==> config.mk <==
export PLATFORM = sky130hd
export DESIGN_NAME = pt_translator
export DESIGN_NICKNAME = d
export VERILOG_FILES = /design/src/rtl/pt_pkg.sv /design/src/rtl/pt_base_reg.sv /design/src/rtl/pt_perm_check.sv /design/src/rtl/pt_walk_ctrl.sv /design/src/rtl/pt_translator.sv
export SDC_FILE = /design/constraint.sdc
export NUM_CORES = 1
export LEC_CHECK = 0
export BUFFER_PORTS_ARGS = -buffer_cell sky130_fd_sc_hd__buf_2
export CAP_MARGIN = 10
export CELL_PAD_IN_SITES_DETAIL_PLACEMENT = 0
export CELL_PAD_IN_SITES_GLOBAL_PLACEMENT = 1
export CORE_UTILIZATION = 36
export DETAILED_ROUTE_END_ITERATION = 12
export PLACE_DENSITY = 0.8
export SLEW_MARGIN = 30
export SYNTH_ARGS = -nofsm -noshare
export SYNTH_HDL_FRONTEND = slang
export SYNTH_SLANG_ARGS = --single-unit
==> constraint.sdc <==
create_clock -name clk -period 2.95 [get_ports clk]
set_input_delay 0.295 -clock clk [delete_from_list [all_inputs] [get_ports clk]]
set_output_delay 0.295 -clock clk [all_outputs]
set_load 0.02 [all_outputs]
==> src/rtl/pt_pkg.sv <==
package pt_pkg;

  typedef enum logic [1:0] {
    FLT_NONE  = 2'b00,
    FLT_ABSENT = 2'b01,
    FLT_SUPER = 2'b10,
    FLT_RW    = 2'b11
  } fault_e;

  typedef enum logic [1:0] {
    ST_IDLE  = 2'd0,
    ST_FETCH = 2'd1,
    ST_RESP  = 2'd2
  } walk_state_e;

  localparam int ENT_PRESENT = 0;
  localparam int ENT_RD      = 1;
  localparam int ENT_WR      = 2;
  localparam int ENT_SUPER   = 3;
  localparam int ENT_PPN_LSB = 4;
  localparam int ENT_BYTES_LOG2 = 2;

endpackage

==> src/rtl/pt_base_reg.sv <==
module pt_base_reg #(
  parameter int MADDR_W = 32,
  parameter logic [MADDR_W-1:0] BASE_RESET = '0
) (
  input  logic               clk,
  input  logic               rst,
  input  logic               we,
  input  logic [MADDR_W-1:0] wdata,
  input  logic               idle,
  output logic [MADDR_W-1:0] base
);

  always_ff @(posedge clk) begin
    if (rst) begin
      base <= BASE_RESET;
    end else if (we && idle) begin
      base <= wdata;
    end
  end

endmodule

==> src/rtl/pt_perm_check.sv <==
module pt_perm_check
  import pt_pkg::*;
#(
  parameter int PA_W      = 32,
  parameter int PAGE_BITS = 12
) (
  input  logic [31:0]          entry,
  input  logic [PAGE_BITS-1:0] offset,
  input  logic                 is_write,
  input  logic                 is_super,
  output fault_e               fault,
  output logic [PA_W-1:0]      paddr
);

  localparam int PPN_W = PA_W - PAGE_BITS;

  logic [PPN_W-1:0] ppn;
  logic present, may_rd, may_wr, sup_only;

  assign ppn      = entry[ENT_PPN_LSB +: PPN_W];
  assign present  = entry[ENT_PRESENT];
  assign may_rd   = entry[ENT_RD];
  assign may_wr   = entry[ENT_WR];
  assign sup_only = entry[ENT_SUPER];

  always_comb begin
    if (!present) begin
      fault = FLT_ABSENT;
    end else if (sup_only && !is_super) begin
      fault = FLT_SUPER;
    end else if (is_write ? !may_wr : !may_rd) begin
      fault = FLT_RW;
    end else begin
      fault = FLT_NONE;
    end
  end

  always_comb begin
    if (fault == FLT_NONE) begin
      paddr = {ppn, offset};
    end else begin
      paddr = '0;
    end
  end

endmodule

==> src/rtl/pt_walk_ctrl.sv <==
module pt_walk_ctrl
  import pt_pkg::*;
#(
  parameter int VA_W      = 32,
  parameter int PA_W      = 32,
  parameter int PAGE_BITS = 12,
  parameter int MADDR_W   = 32
) (
  input  logic                 clk,
  input  logic                 rst,
  input  logic                 req_valid,
  output logic                 req_ready,
  input  logic [VA_W-1:0]      req_vaddr,
  input  logic                 req_write,
  input  logic                 req_super,
  input  logic [MADDR_W-1:0]   base,
  output logic [PAGE_BITS-1:0] cap_offset,
  output logic                 cap_write,
  output logic                 cap_super,
  output logic                 mem_req,
  output logic [MADDR_W-1:0]   mem_addr,
  input  logic                 mem_ack,
  input  fault_e               chk_fault,
  input  logic [PA_W-1:0]      chk_paddr,
  output logic                 rsp_valid,
  input  logic                 rsp_ready,
  output logic [PA_W-1:0]      rsp_paddr,
  output logic [1:0]           rsp_fault
);

  localparam int VPN_W = VA_W - PAGE_BITS;

  walk_state_e state;
  logic [VPN_W-1:0] vpn;

  assign vpn       = req_vaddr[VA_W-1:PAGE_BITS];
  assign req_ready = (state == ST_IDLE);

  always_ff @(posedge clk) begin
    if (rst) begin
      state      <= ST_IDLE;
      mem_req    <= 1'b0;
      mem_addr   <= '0;
      cap_offset <= '0;
      cap_write  <= 1'b0;
      cap_super  <= 1'b0;
      rsp_valid  <= 1'b0;
      rsp_paddr  <= '0;
      rsp_fault  <= 2'b00;
    end else begin
      case (state)
        ST_IDLE: begin
          if (req_valid) begin
            cap_offset <= req_vaddr[PAGE_BITS-1:0];
            cap_write  <= req_write;
            cap_super  <= req_super;
            mem_addr   <= base + (MADDR_W'(vpn) << ENT_BYTES_LOG2);
            mem_req    <= 1'b1;
            state      <= ST_FETCH;
          end
        end
        ST_FETCH: begin
          if (mem_ack) begin
            mem_req   <= 1'b0;
            rsp_valid <= 1'b1;
            rsp_paddr <= chk_paddr;
            rsp_fault <= chk_fault;
            state     <= ST_RESP;
          end
        end
        ST_RESP: begin
          if (rsp_ready) begin
            rsp_valid <= 1'b0;
            state     <= ST_IDLE;
          end
        end
        default: state <= ST_IDLE;
      endcase
    end
  end

endmodule

==> src/rtl/pt_translator.sv <==
module pt_translator
  import pt_pkg::*;
#(
  parameter int VA_W      = 32,
  parameter int PA_W      = 32,
  parameter int PAGE_BITS = 12,
  parameter int MADDR_W   = 32,
  parameter logic [MADDR_W-1:0] BASE_RESET = '0
) (
  input  logic               clk,
  input  logic               rst,
  input  logic               base_we,
  input  logic [MADDR_W-1:0] base_wdata,
  input  logic               req_valid,
  output logic               req_ready,
  input  logic [VA_W-1:0]    req_vaddr,
  input  logic               req_write,
  input  logic               req_super,
  output logic               rsp_valid,
  input  logic               rsp_ready,
  output logic [PA_W-1:0]    rsp_paddr,
  output logic [1:0]         rsp_fault,
  output logic               mem_req,
  output logic [MADDR_W-1:0] mem_addr,
  input  logic               mem_ack,
  input  logic [31:0]        mem_rdata
);

  logic [MADDR_W-1:0]   base_q;
  logic [PAGE_BITS-1:0] cap_offset;
  logic                 cap_write;
  logic                 cap_super;
  fault_e               chk_fault;
  logic [PA_W-1:0]      chk_paddr;

  pt_base_reg #(
    .MADDR_W   (MADDR_W),
    .BASE_RESET(BASE_RESET)
  ) u_base (
    .clk  (clk),
    .rst  (rst),
    .we   (base_we),
    .wdata(base_wdata),
    .idle (req_ready),
    .base (base_q)
  );

  pt_perm_check #(
    .PA_W     (PA_W),
    .PAGE_BITS(PAGE_BITS)
  ) u_check (
    .entry   (mem_rdata),
    .offset  (cap_offset),
    .is_write(cap_write),
    .is_super(cap_super),
    .fault   (chk_fault),
    .paddr   (chk_paddr)
  );

  pt_walk_ctrl #(
    .VA_W     (VA_W),
    .PA_W     (PA_W),
    .PAGE_BITS(PAGE_BITS),
    .MADDR_W  (MADDR_W)
  ) u_ctrl (
    .clk       (clk),
    .rst       (rst),
    .req_valid (req_valid),
    .req_ready (req_ready),
    .req_vaddr (req_vaddr),
    .req_write (req_write),
    .req_super (req_super),
    .base      (base_q),
    .cap_offset(cap_offset),
    .cap_write (cap_write),
    .cap_super (cap_super),
    .mem_req   (mem_req),
    .mem_addr  (mem_addr),
    .mem_ack   (mem_ack),
    .chk_fault (chk_fault),
    .chk_paddr (chk_paddr),
    .rsp_valid (rsp_valid),
    .rsp_ready (rsp_ready),
    .rsp_paddr (rsp_paddr),
    .rsp_fault (rsp_fault)
  );

endmodule

-- After elaboration in Yosys (flattened, before gate mapping)
Cells that the tools add are included.
Widths: inputs -> output; s select.
- flip-flop bits (word level): 116
- bits of input ports: 104
- output and inout port bits: 69
- logic and storage cells: 45
- $add $sub $neg: 1
- eq/ne operators: 5
- mux-type cells: 15
- reductions and logical operators: 14
- operators by type and width (operator ; number):
    $add 32x22->32 ; 1
    $mux 32 ; 1
    $mux 2 ; 6
    $reduce_and 3->1 ; 3
    $ne 2x2->1 const B ; 3
    $pmux 2 s3 ; 1
    $mux 1 ; 5
    $logic_not 2->1 ; 2
    $pmux 1 s2 ; 2
    $reduce_and 2->1 ; 2
    $reduce_bool 2->1 ; 2
    $logic_not 1->1 ; 3
    $eq 2x1->1 const B ; 1
    $eq 2x2->1 const B ; 1
    $logic_and 1x1->1 ; 2

-- Longest topological paths before layout
Gate-level depths: netlist of run 1.
- word-level depth: 7
- gate-level depth with buffers: 11
- gate-level depth less buffers: 11

-- By module
A second synthesis of run 1 with hierarchy kept.
- cell total of the unflattened synthesis: 770
- area, all modules: 6326.1 µm²
- modules (own cells, without submodules) (module ; instances ; cells an instance ; area each (µm²) ; sequential area each (µm²)):
    pt_walk_ctrl ; 1 ; 545 ; 4231.6 ; 1681.6
    pt_base_reg ; 1 ; 145 ; 1522.7 ; 640.6
    pt_perm_check ; 1 ; 80 ; 571.8 ; 0.0

-- Worst setup path after synthesis of run 1
No wires, ideal clock.
- path type: flip-flop to flip-flop
- start point: register u_base.base[2]
- end point: register u_ctrl.mem_addr[24]
- library setup time: 0.091 ns
- data arrival time: 2.581 ns
- slack: 0.279 ns
- stages on the path, launching flop included: 12
- path through: dfxtp_1 ha_1 inv_1 fa_1 nor2b_4 o21ai_2 a21oi_2 o211a_1 a211o_1 a2111oi_4 or4_2 a311oi_1
- cells in the longest elaborated chain, start to end: 1
- RTL lines (item ; RTL line ; text):
    start, declared ; pt_base_reg.sv:10 ; output logic [MADDR_W-1:0] base
    start signal, assigned ; pt_base_reg.sv:17 ; base <= wdata;
    $add 32x22->32 ; pt_walk_ctrl.sv:57 ; mem_addr <= base + (MADDR_W'(vpn) << ENT_BYTES_LOG2);
    end signal, assigned ; pt_walk_ctrl.sv:57 ;
    end, declared ; pt_walk_ctrl.sv:21 ; output logic [MADDR_W-1:0] mem_addr,
No other way between the ends.
A chain may end at the register's enable or synchronous reset.

-- Worst setup path in the final report of run 1
- start point: register u_base.base[2]
- end point: register u_ctrl.mem_addr[30]
The elaborated chain is that of the path after synthesis.

==> results of run 1 <==
[sequential cells by signal (all words and copies together), names as in the netlist]
| name | count |
|---|---|
| u_ctrl.state | 2 |
| u_ctrl.mem_addr | 32 |
| u_ctrl.mem_req | 1 |
| u_ctrl.cap_write | 1 |
| u_ctrl.cap_offset | 12 |
| u_base.base | 32 |
| u_ctrl.rsp_fault | 2 |
| u_ctrl.cap_super | 1 |
| u_ctrl.rsp_paddr | 32 |
| u_ctrl.rsp_valid | 1 |
[layout make-up]
class,instances,area [um^2]
multi-input cells,480,2756
clock inverters,4,22.52
well taps,180,225.2
fillers,1398,7218
flip-flops and latches,116,2322
inverters,10,37.54
clock buffers,25,515.5
repair buffers,173,890.9
[per-stage QoR]
stage / hold slack (ps) / instance area (um^2) / cells / power (uW) / setup slack [ps]
CTS: 104.1 / 6718 / 986 / 4233 / 20.07
global route: 111.6 / 6770 / 988 / 4385 / 0.6803
floorplan: 431.0 / 5207 / 644 / 2152 / 278.5
finish: 120.6 / 6770 / 988 / 4190 / 162.4
global placement: 440.2 / 6173 / 957 / 2354 / 50.85
detailed placement: 444.8 / 6173 / 957 / 2369 / -30.23
[layout by cell type, fill, tap and decap left out, types with 5 or more instances in the layout]
cell type    n
o21ai_0     15
a21oi_1     91
a22oi_1     33
nand2_1    148
clkbuf_8     6
and3_1       5
clkbuf_16   17
buf_2      163
dfxtp_1    116
ha_1        20
xor2_1       7
xnor2_1     12
nor2b_1      8
a211oi_1     8
inv_1       10
buf_4       10
nor2_1      58
[worst max-delay path: stages, from the launching register on]
cell,delay [ps]
dfxtp_1,330
ha_1,180
inv_1,60
fa_2,360
nor2b_4,140
o21ai_2,70
a21oi_2,180
o211a_1,200
a211o_4,180
a2111oi_4,100
or4_2,630
a311oi_1,260
[cell families after synthesis]
group | Yosys count | share of synthesized area
AOI/OAI and AO/OA | 183 | 0.2211
muxes | 2 | 0.003844
buffers and inverters | 49 | 0.03532
and+or+nand+nor | 254 | 0.2100
DFF | 116 | 0.4459
xor gates and xnor gates | 19 | 0.03196
adders and majority gates | 21 | 0.05190
[power by group through the flow]
stage	Clock, uW	Combinational, uW	Sequential (uW)
2_1_floorplan	0	368	1780
3_3_place_gp	0	618	1740
3_5_place_dp	0	630	1740
4_1_cts	1890	634	1710
5_1_grt	1950	715	1720
6_report	1840	641	1710
[how the worst max path moves through the flow]
| stage | startpoint | endpoint | slack, ps |
|---|---|---|---|
| 2_1_floorplan | u_base.base[2]$_SDFFE_PP0P_ | u_ctrl.mem_addr[24]$_SDFFE_PP0P_ | 280 |
| 3_5_place_dp | req_vaddr[12] | u_ctrl.mem_addr[26]$_SDFFE_PP0P_ | -30 |
| 6_report | u_base.base[2]$_SDFFE_PP0P_ | u_ctrl.mem_addr[30]$_SDFFE_PP0P_ | 160 |
| 3_3_place_gp | req_vaddr[12] | u_ctrl.mem_addr[26]$_SDFFE_PP0P_ | 50 |
| 4_1_cts | u_base.base[2]$_SDFFE_PP0P_ | u_ctrl.mem_addr[30]$_SDFFE_PP0P_ | 20 |
| 5_1_grt | u_base.base[2]$_SDFFE_PP0P_ | u_ctrl.mem_addr[30]$_SDFFE_PP0P_ | 0.7 |
[layer usage]
metal  GRT usage  part of all wire  vias to the layer above
met3     0.04461             0.061                       24
met4     0.07165             0.015                        0
met5           0                 0                        -
li1            -                 -                     2537
met1      0.2236              0.45                     2329
met2      0.3174              0.47                      155
[what timing repair did]
item	CTS	global route
setup buffers	0	1
gates resized for setup	1	4
gates cloned	0	1
endpoints found under the setup margin	1	3
pin swaps	1	4
==> flow_summary.json, run 1 <==
{
  "reg2reg_slack_ps": 160,
  "globalRoute.totalOverflow": 0,
  "antenna_found_initial": 0,
  "postSynthCellCount": 644,
  "hold_start": "base_wdata[8]",
  "synth_top_area_cell": "dfxtp_1",
  "routed_wl_mm": 13.96,
  "critical_path_required_ps": 3260,
  "place.port_buffers": 164,
  "cp-start-kind": "register",
  "die_height_um": 122.3,
  "drc_errors": 0,
  "p_int_uw": 3092,
  "slew_violations": 0,
  "max_clock_freq_mhz": 358.7,
  "r2r_start": "u_base.base[2]$_SDFFE_PP0P_",
  "hpwl_mm": 9.813,
  "cts.sinks": 116,
  "clkLatencyLatePin_ps": 410,
  "utilization": 0.4840,
  "ctsHtreeMaxLevel": 4,
  "min_path_type": "input pin to register",
  "die_w_um": 122.3,
  "setup_viol": 0,
  "crit_fanout": 5,
  "rsz0062_at_grt": "false",
  "async_flop_share": 0,
  "row_count": 43,
  "clock_path_buffers": 2,
  "seq_area_frac_synth": 0.4459,
  "grt.total_usage": 0.1856,
  "netlist_top_cells_area": "dfxtp_1 (45%), nand2_1 (11%), a21oi_1 (8.7%)",
  "fin_crit_sh": 0.9450,
  "wl_per_cell_um": 14.13,
  "min_period_ps": 2788,
  "root_buffer": "clkbuf_16",
  "core-area_um2": 13990,
  "grt_pass1_vias": 4645,
  "reg2regPathDepth": 11,
  "areaGrowthSynthToFinish_pct": 30.01,
  "seq_power_share": 0.408,
  "swShare": 0.2622,
  "grt_pass1_wl_mm": 21.45,
  "crit_type": "register to register",
  "p_clk_frac": 0.440,
  "io-pin-count": 173,
  "combPwrFrac": 0.153,
  "drt-vias-per-instance": 5.106,
  "diodes": 0,
  "via_count": 5045,
  "synth_top_area_frac": 0.4459,
  "firstDrtPassIters": 4,
  "drive_gt1_frac": 0.2723,
  "start_util": 0.3723,
  "fin_skew_ps": 5.762,
  "grt_max_degree": 91,
  "tns_ps": 0,
  "synth_area_per_cell_um2": 8.086,
  "die_area_um2": 14950,
  "yosys-top-cells-count": "nand2_1 (148), dfxtp_1 (116), a21oi_1 (91)",
  "arrival_ps": 3100,
  "hold_end": "u_base.base[8]$_SDFFE_PP0P_",
  "drv_cap": 0,
  "cts_tree": "done",
  "r2r_end": "u_ctrl.mem_addr[30]$_SDFFE_PP0P_",
  "syn-cell-area_um2": 5207,
  "outcome": "finished clean",
  "ys_types": 50,
  "switching_power_uw": 1099,
  "p_leak_uw": 0.003020,
  "ys.flop_type": "dfxtp_1",
  "path_clk_slew_ps": 50,
  "end_kind": "register",
  "yosys_warnings": 0,
  "whs_path_depth": 3,
  "hold_violations": 0,
  "ys_seq_elements": 116,
  "final_nets": 923,
  "detail-route-antenna-nets": 0,
  "synth_edf_count": 0,
  "hold_buffers": 0,
  "power_density_nw_per_um2": 618.9,
  "yosysMostFrequentCell": "nand2_1",
  "globalplace.congestion": 0.8223,
  "worst_pin_slew_ps": 947.6,
  "ir_drop_v": 0.0003859,
  "slew_headroom": 0.3682,
  "drtIter0Drc": 281,
  "cts_made_buffers": 17,
  "syn_nets": 769
}
Power figures use the tool's default switching activity.
==> run 2: changes to the inputs <==
==> constraint.sdc (replaced) <==
create_clock -name clk -period 2.95 [get_ports clk]
set_input_delay 0.59 -clock clk [delete_from_list [all_inputs] [get_ports clk]]
set_output_delay 0.59 -clock clk [all_outputs]
set_load 0.02 [all_outputs]
==> flow_summary.json, run 2 (synthesis results as in run 1) <==
{
  "areaGrowthSynthToFinish_pct": 34.72,
  "fin_ws_ps": 143.0,
  "slew_headroom": 0.5199,
  "drive_gt1_frac": 0.2955,
  "crit_chain": "ha_2 -> inv_2 -> fa_2 -> nor2b_4 -> o21ai_2 -> a21oi_2 -> o211a_1 -> a211o_4 -> a2111oi_2 -> or4_2 -> a311oi_2",
  "critPathMaxStageDelay_ps": 630,
  "p_total_uw": 4591,
  "critical_path_required_ps": 3280,
  "die_height_um": 122.3,
  "cts.sinks": 116,
  "cts_tree": "done",
  "die_area_um2": 14950,
  "outcome": "finished clean",
  "hold_buffers": 0,
  "max_clock_freq_mhz": 356.3,
  "seq_power_share": 0.372,
  "globalplace.congestion": 0.8716,
  "clkLatencyLatePin_ps": 420,
  "grt_pass1_wl_mm": 22.01,
  "r2r_start": "u_base.base[2]$_SDFFE_PP0P_",
  "worst_pin_slew_ps": 720.2,
  "crit_cells": 11,
  "via_count": 5025,
  "detail-route-antenna-nets": 0,
  "root_buffer": "clkbuf_16",
  "antenna_found_initial": 0,
  "die_w_um": 122.3,
  "critical_path_buf_inv_count": 1,
  "combPwrFrac": 0.145,
  "r2r_end": "u_ctrl.mem_addr[26]$_SDFFE_PP0P_",
  "crit_slowest_cell": "or4_2",
  "row_count": 43,
  "ir_drop_v": 0.0003840,
  "power_density_nw_per_um2": 654.4,
  "crit_start": "u_base.base[2]$_SDFFE_PP0P_",
  "seq_area_um2": 2322,
  "hold_start": "mem_rdata[14]",
  "grt_pass1_vias": 4646,
  "drv_cap": 0,
  "firstDrtPassIters": 4,
  "final_common_cell": "buf_2",
  "finalNonFillerCells": 1009,
  "cts_made_buffers": 17,
  "top_regs": "u_base.base (32), u_ctrl.mem_addr (32), u_ctrl.rsp_paddr (32)",
  "dp_slack_ps": -297.1,
  "grt_max_degree": 61,
  "final_nets": 942,
  "drt-vias-per-instance": 4.980,
  "reg2reg_slack_ps": 140,
  "globalRoute.totalOverflow": 0,
  "min_path_type": "input pin to register",
  "tns_ps": 0,
  "drtIter0Drc": 288,
  "grt.total_usage": 0.1894,
  "p_clk_frac": 0.483,
  "crit_fanout": 4,
  "min_period_ps": 2807,
  "diodes": 0,
  "dp_cells": 975,
  "worstSetupEndpoint": "u_ctrl.mem_addr[26]$_SDFFE_PP0P_",
  "hold_violations": 0,
  "hpwl_mm": 10.04,
  "cp_top_family": "compound AO/OA/AOI/OAI gates",
  "fin_skew_ps": 10.86,
  "fin_crit_sh": 0.9515,
  "reg2regPathDepth": 11,
  "multi_input_area_um2": 2753,
  "drc_errors": 0,
  "mostFrequentLayoutCells": "buf_2 (163), nand2_1 (148), dfxtp_1 (116), a21oi_1 (91), nor2_1 (58)",
  "end_kind": "register",
  "clock_path_buffers": 2,
  "path_clk_slew_ps": 60,
  "arrival_ps": 3140,
  "switching_power_uw": 1144,
  "swShare": 0.2492,
  "place.port_buffers": 164,
  "core-area_um2": 13990,
  "p_int_uw": 3447,
  "setup_viol": 0,
  "p_leak_uw": 0.003155,
  "start_util": 0.3723,
  "routed_wl_mm": 13.97,
  "final.fill_count": 1372,
  "ctsHtreeMaxLevel": 4,
  "wl_per_cell_um": 13.84,
  "io-pin-count": 173,
  "cp-start-kind": "register",
  "crit_type": "register to register",
  "slew_violations": 0
}
-- run 2: changes by cell type in the layout (fill, tap and decap cells not counted), sizes merged --
cell / change
bufinv: +4
buf: +19
clkbuf: -2
-- run 2: metal layers --
layer | vias to the layer above | routed length, um | part of all wire | track usage
met3 | 18 | 865 | 0.062 | 0.05901
met5 | - | 0 | 0 | 0
met2 | 147 | 6542 | 0.47 | 0.3100
met1 | 2278 | 6385 | 0.46 | 0.2334
met4 | 0 | 176 | 0.013 | 0.06631
li1 | 2582 | - | - | -
-- run 2: worst min path at each step --
stage,endpoint,slack (ps),cells after the start
3_3_place_gp,u_ctrl.mem_addr[19]$_SDFFE_PP0P_,440,2
3_5_place_dp,u_ctrl.mem_addr[10]$_SDFFE_PP0P_,440,2
5_1_grt,u_base.base[25]$_SDFFE_PP0P_,400,3
2_1_floorplan,u_ctrl.cap_super$_SDFFE_PP0P_,430,2
4_1_cts,u_base.base[15]$_SDFFE_PP0P_,390,3
6_report,u_ctrl.rsp_paddr[22]$_SDFFE_PP0P_,400,3
-- run 2: power groups by stage --
stage	registers [uW]	clock network, uW	logic (uW)
global placement	1740	0	647
CTS	1710	2250	659
global route	1720	2330	748
finish	1710	2220	666
detailed placement	1740	0	655
floorplan	1780	0	368
-- run 2: final cells by class --
cell class	count	share of cell area
inverters	10	0.005350
repair buffers	192	0.1473
multi-input cells	480	0.3924
clock inverters	8	0.02087
clock buffers	23	0.07098
flip-flops and latches	116	0.3310
well taps	180	0.03210
-- run 2: repair_timing --
| item | CTS | global route |
|---|---|---|
| setup buffers | 0 | 2 |
| resized for setup | 0 | 7 |
| setup endpoints to repair | 0 | 4 |
-- run 2: worst min-delay path: cells and delay by family --
family	cells	cell delay (ps)
buffers and inverters	1	70
AND/OR/NAND/NOR	1	70
AO/OA/AOI/OAI	1	50
-- run 2: per-stage QoR --
step                hold WS [ps]  cell area [um^2]    util
finish                     402.4              7015  0.5015
global route               395.0              7015  0.5015
CTS                        392.5              6953  0.4970
detailed placement         443.8              6309  0.4510
global placement           439.5              6309  0.4510
floorplan                  431.2              5207       -
==> run 3: changes to the inputs <==
- GPL_TIMING_DRIVEN: not set -> 0
- clock period: 2.95 -> 3.2 ns (I/O delays scaled with it)
==> flow_summary.json, run 3 (synthesis results as in run 1) <==
{
  "critical_path_required_ps": 3520,
  "fin_crit_sh": 0.9439,
  "swShare": 0.2515,
  "min_path_type": "register to register",
  "top_regs": "u_base.base (32), u_ctrl.mem_addr (32), u_ctrl.rsp_paddr (32)",
  "start_util": 0.3723,
  "crit_type": "register to register",
  "drtIter0Drc": 205,
  "combPwrFrac": 0.140,
  "p_leak_uw": 0.003059,
  "p_clk_frac": 0.488,
  "seq_power_share": 0.373,
  "drc_errors": 0,
  "r2r_end": "u_ctrl.mem_addr[24]$_SDFFE_PP0P_",
  "min_period_ps": 3021,
  "via_count": 5049,
  "fin_ws_ps": 179.4,
  "antenna_found_initial": 0,
  "cts_tree": "done",
  "whs_path_depth": 2,
  "die_height_um": 122.3,
  "grt_max_degree": 17,
  "wl_per_cell_um": 14.41,
  "final_nets": 952,
  "outcome": "finished clean",
  "cts_made_buffers": 17,
  "areaGrowthSynthToFinish_pct": 32.41,
  "path_clk_slew_ps": 50,
  "drv_cap": 0,
  "detail-route-antenna-nets": 0,
  "slew_headroom": 0.5619,
  "setup_viol": 0,
  "diodes": 0,
  "root_buffer": "clkbuf_16",
  "cp-start-kind": "register",
  "core-area_um2": 13990,
  "reg2regPathDepth": 11,
  "switching_power_uw": 1065,
  "cts.sinks": 116,
  "place.port_buffers": 164,
  "power_density_nw_per_um2": 614.1,
  "rsz0062_at_grt": "false",
  "final_common_cell": "buf_2",
  "ir_drop_v": 0.0003589,
  "ctsHtreeMaxLevel": 4,
  "hold_buffers": 0,
  "die_w_um": 122.3,
  "row_count": 43,
  "final.fill_count": 1414,
  "hold_violations": 0,
  "globalplace.congestion": 0.8587,
  "io-pin-count": 173,
  "crit_slowest_cell": "or4_2",
  "end_kind": "register",
  "mostFrequentLayoutCells": "buf_2 (164), nand2_1 (148), dfxtp_1 (116), a21oi_1 (91), nor2_1 (59)",
  "hold_end": "u_ctrl.mem_addr[11]$_SDFFE_PP0P_",
  "drt-vias-per-instance": 4.950,
  "reg2reg_slack_ps": 180,
  "dp_slack_ps": -165.2,
  "grt.total_usage": 0.1991,
  "crit_chain": "ha_1 -> inv_1 -> fa_1 -> nor2b_4 -> o21ai_2 -> a21oi_2 -> o211a_1 -> a211o_1 -> a2111oi_4 -> or4_2 -> a311oi_1",
  "p_total_uw": 4235,
  "critPathMaxStageDelay_ps": 620,
  "fin_skew_ps": 4.560,
  "grt_pass1_vias": 4814,
  "clock_path_buffers": 2,
  "grt_pass1_wl_mm": 22.91,
  "routed_wl_mm": 14.70,
  "globalRoute.totalOverflow": 0,
  "crit_fanout": 10,
  "seq_area_um2": 2322,
  "p_int_uw": 3169,
  "clkLatencyLatePin_ps": 420,
  "cts_resized": 0,
  "firstDrtPassIters": 4,
  "r2r_start": "u_base.base[2]$_SDFFE_PP0P_",
  "multi_input_area_um2": 2701,
  "arrival_ps": 3340,
  "hold_start": "u_ctrl.mem_addr[11]$_SDFFE_PP0P_",
  "drive_gt1_frac": 0.2452,
  "hpwl_mm": 11.41,
  "max_clock_freq_mhz": 331.1,
  "slew_violations": 0,
  "die_area_um2": 14950,
  "post_cts_buffers": 0,
  "worst_pin_slew_ps": 651.5
}
## run 3: cell types whose count changed in the layout (fill, tap and decap cells not counted), moves of 2 or more
cell / delta
buf_1: +3
clkinv_2: +2
clkbuf_1: +38
clkbuf_8: -3
buf_4: -29
a311oi_2: -3
a311oi_1: +3
## run 3: area by class of cell
class | instances | area share
plain buffers | 39 | 0.02123
clock buffers | 22 | 0.06732
clock inverters | 10 | 0.02577
inverters | 10 | 0.005444
multi-input cells | 479 | 0.3918
flip-flops and latches | 116 | 0.3368
well taps | 180 | 0.03266
repair buffers | 164 | 0.1190
## run 3: metrics by stage
stage / setup TNS [ps] / hold WS [ps] / area [um^2] / utilization / instances
6_report: 0 / 451.7 / 6895 / 0.4929 / 1020
5_1_grt: 0 / 457.6 / 6895 / 0.4929 / 1020
4_1_cts: 0 / 446.2 / 6895 / 0.4929 / 1020
3_5_place_dp: -516.7 / 446.8 / 6254 / 0.4470 / 988
3_3_place_gp: -332.4 / 442.7 / 6254 / 0.4470 / 988
2_1_floorplan: 0 / 431.2 / 5207 / - / 644
## run 3: routing by layer
layer | vias up | global-route usage | part of all wire
li1 | 2597 | - | -
met1 | 2291 | 0.2499 | 0.46
met2 | 141 | 0.3294 | 0.46
met3 | 20 | 0.04554 | 0.054
met4 | 0 | 0.07774 | 0.019
met5 | - | 0 | 0
## run 3: power groups by stage
| stage | logic (uW) | clock network, uW | registers (uW) |
|---|---|---|---|
| finish | 591 | 2070 | 1580 |
| global route | 660 | 2160 | 1590 |
| CTS | 596 | 2100 | 1580 |
| detailed placement | 592 | 0 | 1610 |
| global placement | 584 | 0 | 1610 |
| floorplan | 339 | 0 | 1640 |
## run 3: worst max-delay path: cells and delay by family (launching register included)
family / cells / cell delay [ps]
AO/OA/AOI/OAI: 6 / 1150
buffers and inverters: 1 / 60
adder cells (fa/ha/maj): 2 / 610
flip-flops: 1 / 340
AND/OR/NAND/NOR: 2 / 760
## run 3: how the worst max path moves through the flow
stage | startpoint | end | slack, ps
final | u_base.base[2]$_SDFFE_PP0P_ | u_ctrl.mem_addr[24]$_SDFFE_PP0P_ | 180
after global routing | u_base.base[2]$_SDFFE_PP0P_ | u_ctrl.mem_addr[24]$_SDFFE_PP0P_ | 20
after CTS | u_base.base[2]$_SDFFE_PP0P_ | u_ctrl.mem_addr[24]$_SDFFE_PP0P_ | 180
after detailed placement | req_vaddr[12] | u_ctrl.mem_addr[24]$_SDFFE_PP0P_ | -170
after global placement | req_vaddr[12] | u_ctrl.mem_addr[30]$_SDFFE_PP0P_ | -120
after floorplan | req_vaddr[12] | u_ctrl.mem_addr[24]$_SDFFE_PP0P_ | 200
